## config.mk

```make
export PLATFORM = sky130hd
export DESIGN_NAME = link_gate_ctrl
export DESIGN_NICKNAME = d
export VERILOG_FILES = /design/src/rtl/lgc_pkg.sv /design/src/rtl/lgc_link_events.sv /design/src/rtl/lgc_slot_table.sv /design/src/rtl/lgc_cfg_inbound.sv /design/src/rtl/link_gate_ctrl.sv
export SDC_FILE = /design/constraint.sdc
export NUM_CORES = 1
export LEC_CHECK = 0
export BUFFER_PORTS_ARGS = -buffer_cell sky130_fd_sc_hd__buf_2
export CAP_MARGIN = 20
export CORE_UTILIZATION = 40
export CTS_CLUSTER_DIAMETER = 150
export DETAILED_ROUTE_END_ITERATION = 7
export PLACE_DENSITY = 0.7
export SLEW_MARGIN = 15
export SYNTH_ARGS = -nofsm -noshare
export SYNTH_HDL_FRONTEND = slang
export SYNTH_SLANG_ARGS = --single-unit
```

## constraint.sdc

```tcl
create_clock -name clk -period 2.1 [get_ports clk]
set_clock_uncertainty 0.2 [all_clocks]
set_input_delay 0.21 -clock clk [delete_from_list [all_inputs] [get_ports clk]]
set_output_delay 0.21 -clock clk [all_outputs]
set_load 0.02 [all_outputs]
```

## src/rtl/lgc_pkg.sv

```systemverilog
package lgc_pkg;
  typedef enum logic [1:0] {
    CLS_POSTED = 2'b00,
    CLS_NP_MEM = 2'b01,
    CLS_CFG_RD = 2'b10,
    CLS_NP_ALT = 2'b11
  } req_cls_e;

  localparam logic ST_OK  = 1'b0;
  localparam logic ST_ERR = 1'b1;
endpackage

```

## src/rtl/lgc_link_events.sv

```systemverilog
module lgc_link_events (
  input  logic clk,
  input  logic rst_n,
  input  logic mode_rc,
  input  logic link_up,
  input  logic hot_reset_in,
  input  logic sbr_ctl,
  input  logic ldd_clr,
  output logic hot_reset_out,
  output logic reset_evt,
  output logic ldd,
  output logic nsticky_clr
);
  logic link_q, hr_q, hr_src, ld_evt, hr_evt;

  assign hot_reset_out = mode_rc & sbr_ctl;
  assign hr_src        = hot_reset_in | hot_reset_out;
  assign ld_evt        = link_q & ~link_up;
  assign hr_evt        = hr_src & ~hr_q;
  assign reset_evt     = ld_evt | hr_evt;

  always_ff @(posedge clk or negedge rst_n) begin
    if (!rst_n) begin
      link_q      <= 1'b0;
      hr_q        <= 1'b0;
      ldd         <= 1'b0;
      nsticky_clr <= 1'b0;
    end else begin
      link_q      <= link_up;
      hr_q        <= hr_src;
      nsticky_clr <= hr_evt | (ld_evt & ~mode_rc);
      if (ld_evt)       ldd <= 1'b1;
      else if (ldd_clr) ldd <= 1'b0;
    end
  end

  AST_LDD_SET: assert property (@(posedge clk) disable iff (!rst_n)
    ld_evt |=> ldd);
  AST_CLR_EP_ONLY: assert property (@(posedge clk) disable iff (!rst_n)
    (ld_evt && mode_rc && !hr_evt) |=> !nsticky_clr);
endmodule

```

## src/rtl/lgc_slot_table.sv

```systemverilog
module lgc_slot_table #(
  parameter int SLOTS = 4,
  parameter int TAG_W = 4,
  localparam int SLOT_W = (SLOTS > 1) ? $clog2(SLOTS) : 1
) (
  input  logic              clk,
  input  logic              rst_n,
  input  logic              alloc,
  input  logic [TAG_W-1:0]  alloc_tag,
  input  logic              cpl_valid,
  input  logic [SLOT_W-1:0] cpl_slot,
  input  logic              drop_low,
  output logic              free_avail,
  output logic [SLOT_W-1:0] free_slot,
  output logic              any_pend,
  output logic              single_pend,
  output logic [TAG_W-1:0]  low_tag
);
  logic [SLOTS-1:0] pend;
  logic [TAG_W-1:0] tag_q [SLOTS];
  logic [SLOT_W-1:0] low_slot;

  always_comb begin
    free_avail = 1'b0;
    free_slot  = '0;
    any_pend   = 1'b0;
    low_slot   = '0;
    for (int i = SLOTS - 1; i >= 0; i--) begin
      if (!pend[i]) begin
        free_avail = 1'b1;
        free_slot  = SLOT_W'(i);
      end else begin
        any_pend = 1'b1;
        low_slot = SLOT_W'(i);
      end
    end
  end

  assign single_pend = ($countones(pend) == 1);
  assign low_tag     = tag_q[low_slot];

  for (genvar g = 0; g < SLOTS; g++) begin : g_slot
    always_ff @(posedge clk or negedge rst_n) begin
      if (!rst_n) begin
        pend[g]  <= 1'b0;
        tag_q[g] <= '0;
      end else if (alloc && free_slot == SLOT_W'(g)) begin
        pend[g]  <= 1'b1;
        tag_q[g] <= alloc_tag;
      end else if ((drop_low && low_slot == SLOT_W'(g)) ||
                   (cpl_valid && cpl_slot == SLOT_W'(g))) begin
        pend[g]  <= 1'b0;
      end
    end
  end

  AST_ALLOC_SETS: assert property (@(posedge clk) disable iff (!rst_n)
    alloc |=> any_pend);
endmodule

```

## src/rtl/lgc_cfg_inbound.sv

```systemverilog
module lgc_cfg_inbound (
  input  logic clk,
  input  logic rst_n,
  input  logic boot_hold,
  input  logic cfg_ready_set,
  input  logic ib_valid,
  input  logic ib_fwd_ready,
  output logic ib_ready,
  output logic ib_retry,
  output logic ib_fwd_valid,
  output logic cfg_ready
);
  logic hold;

  always_ff @(posedge clk or negedge rst_n) begin
    if (!rst_n)             cfg_ready <= 1'b0;
    else if (cfg_ready_set) cfg_ready <= 1'b1;
  end

  assign hold         = boot_hold & ~cfg_ready;
  assign ib_retry     = ib_valid & hold;
  assign ib_fwd_valid = ib_valid & ~hold;
  assign ib_ready     = hold | ib_fwd_ready;

  AST_RETRY_BOOT: assert property (@(posedge clk) disable iff (!rst_n)
    ib_retry |-> boot_hold);
  AST_RDY_KEEP: assert property (@(posedge clk) disable iff (!rst_n)
    cfg_ready |=> cfg_ready);
endmodule

```

## src/rtl/link_gate_ctrl.sv

```systemverilog
module link_gate_ctrl
  import lgc_pkg::*;
#(
  parameter int SLOTS  = 4,
  parameter int TAG_W  = 4,
  parameter int DATA_W = 32,
  localparam int SLOT_W = (SLOTS > 1) ? $clog2(SLOTS) : 1
) (
  input  logic              clk,
  input  logic              rst_n,
  input  logic              mode_rc,
  input  logic              boot_hold,
  input  logic              link_up,
  input  logic              hot_reset_in,
  input  logic              sbr_ctl,
  input  logic              ldd_clr,
  input  logic              cfg_ready_set,
  input  logic              ob_valid,
  output logic              ob_ready,
  input  logic [1:0]        ob_class,
  input  logic [TAG_W-1:0]  ob_tag,
  output logic              tl_valid,
  input  logic              tl_ready,
  output logic [1:0]        tl_class,
  output logic [TAG_W-1:0]  tl_tag,
  output logic [SLOT_W-1:0] tl_slot,
  input  logic              cpl_valid,
  input  logic [SLOT_W-1:0] cpl_slot,
  output logic              rsp_valid,
  output logic              rsp_status,
  output logic [TAG_W-1:0]  rsp_tag,
  output logic [DATA_W-1:0] rsp_data,
  input  logic              ib_valid,
  output logic              ib_ready,
  output logic              ib_retry,
  output logic              ib_fwd_valid,
  input  logic              ib_fwd_ready,
  output logic              hot_reset_out,
  output logic              ldd,
  output logic              nsticky_clr,
  output logic              cleaning,
  output logic              cfg_ready
);
  logic reset_evt, free_avail, any_pend, single_pend;
  logic [SLOT_W-1:0] free_slot;
  logic [TAG_W-1:0]  low_tag;
  logic is_np, is_cfg, link_ok, down_ok, slot_ok, alloc, drop_low, local_rsp;

  lgc_link_events i_events (
    .clk, .rst_n, .mode_rc, .link_up, .hot_reset_in, .sbr_ctl, .ldd_clr,
    .hot_reset_out, .reset_evt, .ldd, .nsticky_clr
  );

  lgc_slot_table #(.SLOTS(SLOTS), .TAG_W(TAG_W)) i_slots (
    .clk, .rst_n, .alloc, .alloc_tag(ob_tag), .cpl_valid, .cpl_slot,
    .drop_low, .free_avail, .free_slot, .any_pend, .single_pend, .low_tag
  );

  lgc_cfg_inbound i_inbound (
    .clk, .rst_n, .boot_hold, .cfg_ready_set, .ib_valid, .ib_fwd_ready,
    .ib_ready, .ib_retry, .ib_fwd_valid, .cfg_ready
  );

  assign is_np   = (ob_class != CLS_POSTED);
  assign is_cfg  = (ob_class == CLS_CFG_RD);
  assign link_ok = link_up & ~cleaning & ~reset_evt;
  assign down_ok = ~link_up & ~cleaning & ~reset_evt;
  assign slot_ok = ~is_np | free_avail;

  assign tl_valid = ob_valid & link_ok & slot_ok;
  assign tl_class = ob_class;
  assign tl_tag   = ob_tag;
  assign tl_slot  = free_slot;
  assign ob_ready = link_ok ? (tl_ready & slot_ok) : down_ok;

  assign alloc     = tl_valid & tl_ready & is_np;
  assign drop_low  = cleaning & any_pend;
  assign local_rsp = ob_valid & down_ok & is_np;

  always_ff @(posedge clk or negedge rst_n) begin
    if (!rst_n) begin
      cleaning   <= 1'b0;
      rsp_valid  <= 1'b0;
      rsp_status <= ST_OK;
      rsp_tag    <= '0;
      rsp_data   <= '0;
    end else begin
      if (reset_evt)
        cleaning <= 1'b1;
      else if (cleaning && (!any_pend || single_pend))
        cleaning <= 1'b0;

      rsp_valid <= drop_low | local_rsp;
      if (drop_low) begin
        rsp_status <= ST_ERR;
        rsp_tag    <= low_tag;
        rsp_data   <= '0;
      end else if (local_rsp) begin
        rsp_status <= is_cfg ? ST_OK : ST_ERR;
        rsp_tag    <= ob_tag;
        rsp_data   <= is_cfg ? '1 : '0;
      end
    end
  end

  AST_CFG_ONES: assert property (@(posedge clk) disable iff (!rst_n)
    (rsp_valid && rsp_status == ST_OK) |-> (rsp_data == '1));
  AST_CLEAN_ERR: assert property (@(posedge clk) disable iff (!rst_n)
    (rsp_valid && $past(cleaning)) |-> (rsp_status == ST_ERR));
endmodule

```

Word level (Yosys, flattened, before mapping). Cells that the tools add are included. W data, S select, Z words.

Register bits after elaboration: 64. Output and inout port bits: 56. Logic and storage cells: 137.

Add/sub/neg operators: 3. Order comparisons: 1. Equality and inequality tests: 11. Mux-type cells: 40. Bitwise gates (word level): 34. Reduce and logical (&&, ||, !) cells: 30.

Operator list (number): $mux W32 (3); $add A32 B32 Y32 (1); $eq A32 B2 Y1 const B (1); $mux W1 (24); $and A1 B1 Y1 (19); $mux W2 (8); $mux W4 (4); $reduce_bool A2 Y1 (8); $eq A2 B2 Y1 const B (7); $logic_and A1 B1 Y1 (13); $bmux W4 S2 (1); $not A1 Y1 (8); $eq A2 B1 Y1 const B (3); $logic_not A2 Y1 (3); $or A1 B1 Y1 (6); $logic_or A1 B1 Y1 (5); $add A1 B1 Y2 (2); $ge A3 B3 Y1 const B (1); $not A2 Y3 (1); $logic_not A1 Y1 (1).

Logic depth before layout (Yosys ltp).
Depth in word-level cells: 12. Gate-level depth with buffers: 7. Depth with buffers taken out: 7.

Modules after synthesis. Synthesis repeated with hierarchy kept, for this count alone.

Cells, all modules: 187. Area, all modules: 1958.1 sq um.

Modules (own cells, without submodules): lgc_slot_table (times used 1, cells each 89, area each 1039.7 sq um); link_gate_ctrl (times used 1, cells each 79, area each 705.7 sq um); lgc_link_events (times used 1, cells each 12, area each 145.1 sq um); lgc_cfg_inbound (times used 1, cells each 7, area each 67.6 sq um).

Worst setup path before layout. Ideal clock, no wire load.

Kind: register -> register. Start point: register i_slots.pend[0]. End point: register cleaning. Library setup time: 142 ps. Arrival: 1671 ps. Required time: 1758 ps. Slack: 87 ps. Cell stages (with the launch flop): 8. Buffers on the path: 0. Clock period less this slack: 2013 ps. Path through: dfrtp_1 -> inv_2 -> ha_1 -> inv_1 -> ha_1 -> fa_1 -> nor3b_1 -> o221ai_1.

Longest elaborated chain between the ends: 6. Elaborated cells between the ends (all ways): 8. Classes of those cells: add/sub: 2; eq/ne: 1; mux: 1; reduce/logical: 4.

Ends and longest elaborated chain: start, declared (RTL line lgc_slot_table.sv:19) `logic [SLOTS-1:0] pend;`; start signal, assigned by index (RTL line lgc_slot_table.sv:45) `pend[g] <= 1'b0;`; start signal, assigned by index (RTL line lgc_slot_table.sv:48) `pend[g] <= 1'b1;`; start signal, assigned by index (RTL line lgc_slot_table.sv:52) `pend[g] <= 1'b0;`; $add A1 B1 Y2 (implied by the code) (RTL line lgc_slot_table.sv:39) `assign single_pend = ($countones(pend) == 1);`; $add A32 B32 Y32 (implied by the code) (RTL line lgc_slot_table.sv:39); $eq A32 B2 Y1 (RTL line lgc_slot_table.sv:39); $logic_or A1 B1 Y1 * (RTL line link_gate_ctrl.sv:90) `else if (cleaning && (!any_pend || single_pend))`; $logic_and A1 B1 Y1 * (RTL line link_gate_ctrl.sv:90); $reduce_bool A2 Y1 (no line) *; end signal, assigned (RTL line link_gate_ctrl.sv:82) `cleaning <= 1'b0;`; end signal, assigned (RTL line link_gate_ctrl.sv:89) `cleaning <= 1'b1;`; end signal, assigned (RTL line link_gate_ctrl.sv:91) `cleaning <= 1'b0;`; end, declared (RTL line link_gate_ctrl.sv:41) `output logic cleaning,`.

Mark *: on every way between the ends. The rest lies on a longest branch, timed or not. A chain may end at the register's enable or synchronous reset.

Worst setup path after layout.
Start point: register i_slots.pend[2]. End point: register i_slots.tag_q[7] in the netlist's numbering.

Longest elaborated chain between the ends: 8. Elaborated cells between the ends (all ways): 12. Classes of those cells: eq/ne: 1; mux: 6; bitwise: 4; reduce/logical: 1.

Ends and longest elaborated chain: $mux W1 (3 in a row) (RTL line lgc_slot_table.sv:29) `if (!pend[i]) begin`; $or A1 B1 Y1 (RTL line link_gate_ctrl.sv:68) `assign slot_ok = ~is_np | free_avail;`; $and A1 B1 Y1 (RTL line link_gate_ctrl.sv:70) `assign tl_valid = ob_valid & link_ok & slot_ok;`; $and A1 B1 Y1 (2 in a row) (RTL line link_gate_ctrl.sv:76) `assign alloc = tl_valid & tl_ready & is_np;`; $logic_and A1 B1 Y1 * (RTL line lgc_slot_table.sv:47) `end else if (alloc && free_slot == SLOT_W'(g)) begin`; end signal, assigned by index (RTL line lgc_slot_table.sv:49) `tag_q[g] <= alloc_tag;`; end, declared (RTL line lgc_slot_table.sv:20) `logic [TAG_W-1:0] tag_q [SLOTS];`.

Marks and branches as above.

==> parameters.txt <==
Parameter                              Value

Die
  Top Ports ... 78
  Starting density of the core ... 42.84%
  Number of placement rows ... 25
  Vertical die dimension ... 74.06 microns
  Core outline area ... 4848 sq um
  Die Width ... roughly 74 microns
  Floorplan die area ... 5485 sq um

Pwr
  Power density normalized to cell area ... between 800 and 900 nW/um^2
  Peak supply drop ... 0.3849 mV
  Reported leakage power ... 1.298 nW
  Post-layout power ... 2.081 mW

Clock tree
  Worst-Skew Late Latency ... 0.28 ns
  CTS Sinks ... 33
  Register clock-pin slew on the reported worst setup and hold paths ... 0.07 ns
  Number of buffers created by CTS ... 5
  CTS tree ... built
  Deepest clock path buffer count ... 2
  Clock root buffer master ... sky130_fd_sc_hd__clkbuf_8
  H-tree depth ... 2

GRT
  Global-route usage over all layers ... 16.57%
  Congestion Overflow GR ... 0
  Number of global-route vias before repair ... 1380
  Number of antenna violations at the first check in global routing ... 0
  Global-route wire length before repair ... approximately 7000 microns
  Largest net degree at the start of global routing ... 34

Logic synthesis
  Gate count after technology mapping ... 198
  Netlist Area Pre-Place ... 2077 sq um
  Synthesized net count ... 231
  Post-synth top flop ... sky130_fd_sc_hd__dfrtp_1
  Sequential-to-total area share from yosys stat ... 39.76%
  Register bit count reported by yosys ... 33
  Number of unique standard cell types used by synthesis ... 44
  Post-Synthesis Mean Instance Area ... 10.49 sq um
  Synthesis warning total ... 0
  Post-synth ARST share ... 100.0%
  Number of enable-type register cells in the synthesized netlist ... 0

Routing
  Drt pass-1 iters ... 4
  DRC ... 0
  Detail-routed net length per standard cell ... 12.86 microns
  Aggregate routed wire length ... approximately 4200 microns
  Via count normalized by instance count ... 4.906
  DRT iter0 DRCs ... 95
  Final ANT Viol Nets ... 0
  Via total after detailed routing ... 1619

Layout
  Most common library cell in the layout ignoring fill and taps ... sky130_fd_sc_hd__buf_2
  Largest regs ... i_slots.tag_q: 16 flops, i_slots.pend: 4 flops, rsp_tag: 4 flops
  Footprint of the flip-flops and latches ... a little over 800 sq um
  Utilization after layout ... 52.26%
  Reg with most FFs ... i_slots.tag_q
  Multi-input combinational cell area ... approximately 950 sq um
  Layout fillers ... 458
  Flip-flop count of the largest register after layout ... 16
  Most frequent cells in the layout ... sky130_fd_sc_hd__buf_2 (77), sky130_fd_sc_hd__dfrtp_1 (33), sky130_fd_sc_hd__buf_4 (14)
  Growth of design area from synthesis to finish ... 21.99%
  Inserted Diodes ... 0
  Ratio of cells with drive above 1 in the final layout ... 45.25%
  Nets ... 295

Placed design
  Number of buffers inserted by port buffering ... just under 80
  Gpl congestion ... 0.8128
  Half-perimeter wire length after detailed placement ... 3189 microns

Critical path
  Required time of the critical path ... approximately 2.1 ns
  Element type at the critical path start ... flip-flop
  Path type of the worst setup path ... flip-flop to flip-flop
  Data arrival at the endpoint of the critical path ... 2.04 ns
  Sort of element at the end of the critical path ... flip-flop
  CP max FO ... 5

Timing
  Share of the clock period used by the worst path ... 98.81%
  Setup-failing EPs final ... 0
  Shortest period the worst path allows ... 2.075 ns
  Relative slew slack ... 50.37%
  Max Clock Freq ... 481.9 MHz
  Setup repair after global routing missed its margin ... yes
  Final Hold Fails ... 0
  Final number of max-transition violations ... 0
  Slew @ Worst Pin ... 0.7445 ns

Run status
  Outcome ... completed

Job
  Max-cap violation count ... 0

Hold path
  Hold Crit Class ... primary input to flip-flop
-- timing repair --
item,4_1_cts,5_1_grt
endpoints found under the hold margin,38,0
hold buffers,6,0
setup buffers,3,2
resized for setup,1,7
endpoints found under the setup margin,2,18
pin swaps,0,2
-- through the flow --
step                setup WS [ns]  area [sq um]  setup TNS, ns  hold WS, ns  instances
CTS                       0.02826          2495              0      0.03028        328
detailed placement       -0.04181          2325       -0.04181       0.1179        311
finish                    0.02490          2534              0      0.03063        330
global placement          0.04324          2325              0       0.1095        311
global route             -0.05499          2534        -0.2979      0.03223        330
floorplan                 0.08682          2077              0      -0.2856        198
-- final timing paths --
| path | slack (ns) | depth (start not counted) | start | endpoint |
|---|---|---|---|---|
| worst min register to register | 0.27 | 1 | i_inbound.cfg_ready | i_inbound.cfg_ready |
| min in group asynchronous | 0.31 | 2 | rst_n | i_slots.tag_q[6] |
| max in group asynchronous | 0.90 | 2 | rst_n | i_slots.tag_q[2] |
| worst min-delay path | 0.03 | 2 | ob_class[0] | rsp_status |
| worst max register to register | 0.02 | 5 | i_slots.pend[2] | i_slots.tag_q[7] |
| worst max-delay path | 0.02 | 5 | i_slots.pend[2] | i_slots.tag_q[7] |
-- where the power goes --
part | internal (mW) | total [mW] | switching, mW
registers | 0.728 | 0.806 | 0.0777
logic | 0.284 | 0.816 | 0.532
clock network | 0.229 | 0.459 | 0.229
total | 1.24 | 2.08 | 0.839
-- layout make-up --
| class | instances | share of cell area (%) |
|---|---|---|
| Clock inverter | 2 | 0.3951 |
| Sequential cell | 33 | 32.59 |
| Tap cell | 67 | 3.309 |
| Inverter | 12 | 1.778 |
| Clock buffer | 6 | 2.864 |
| Multi-Input combinational cell | 113 | 37.33 |
| Timing Repair Buffer | 97 | 21.73 |
-- critical path, stage by stage (launching register included) --
cell and delay (ns):
sky130_fd_sc_hd__dfrtp_1 0.43, sky130_fd_sc_hd__ha_2 0.21, sky130_fd_sc_hd__or3_4 0.37, sky130_fd_sc_hd__nor4_4 0.25
sky130_fd_sc_hd__buf_4 0.19, sky130_fd_sc_hd__mux2_1 0.32
-- metal layers --
layer | track usage [%] | up-vias | part of all wire [%]
li1 | - | 787 | -
met1 | 23.44 | 756 | 49
met2 | 24.95 | 66 | 45
met3 | 2.846 | 10 | 4.9
met4 | 7.051 | 0 | 1.9
met5 | 0 | - | 0
-- logic make-up after synthesis --
logic type                 Yosys count  share of synthesized area (%)
and+or+nand+nor                     48                          15.24
adders and majority gates           11                          6.988
DFF                                 33                          39.76
AOI/OAI and AO/OA                   34                          11.33
muxes                               20                          10.60
buffers and inverters               52                          16.08
-- Yosys cell counts (4+ instances only) --
cell                      instances  area, sq um
sky130_fd_sc_hd__mux2i_1          4        40.04
sky130_fd_sc_hd__or3_1            4        25.02
sky130_fd_sc_hd__o21ai_0          6        30.03
sky130_fd_sc_hd__dfrtp_1         33        825.8
sky130_fd_sc_hd__nand3_1          8        40.04
sky130_fd_sc_hd__a21oi_1          5        25.02
sky130_fd_sc_hd__nand2_1          8        30.03
sky130_fd_sc_hd__inv_1           10        37.54
sky130_fd_sc_hd__buf_4           37        277.8
sky130_fd_sc_hd__ha_1            10        125.1
sky130_fd_sc_hd__mux2_1          14        157.7
sky130_fd_sc_hd__a31oi_1          6        37.54
sky130_fd_sc_hd__nor2_1           5        18.77
Power figures use the tool's default switching activity.
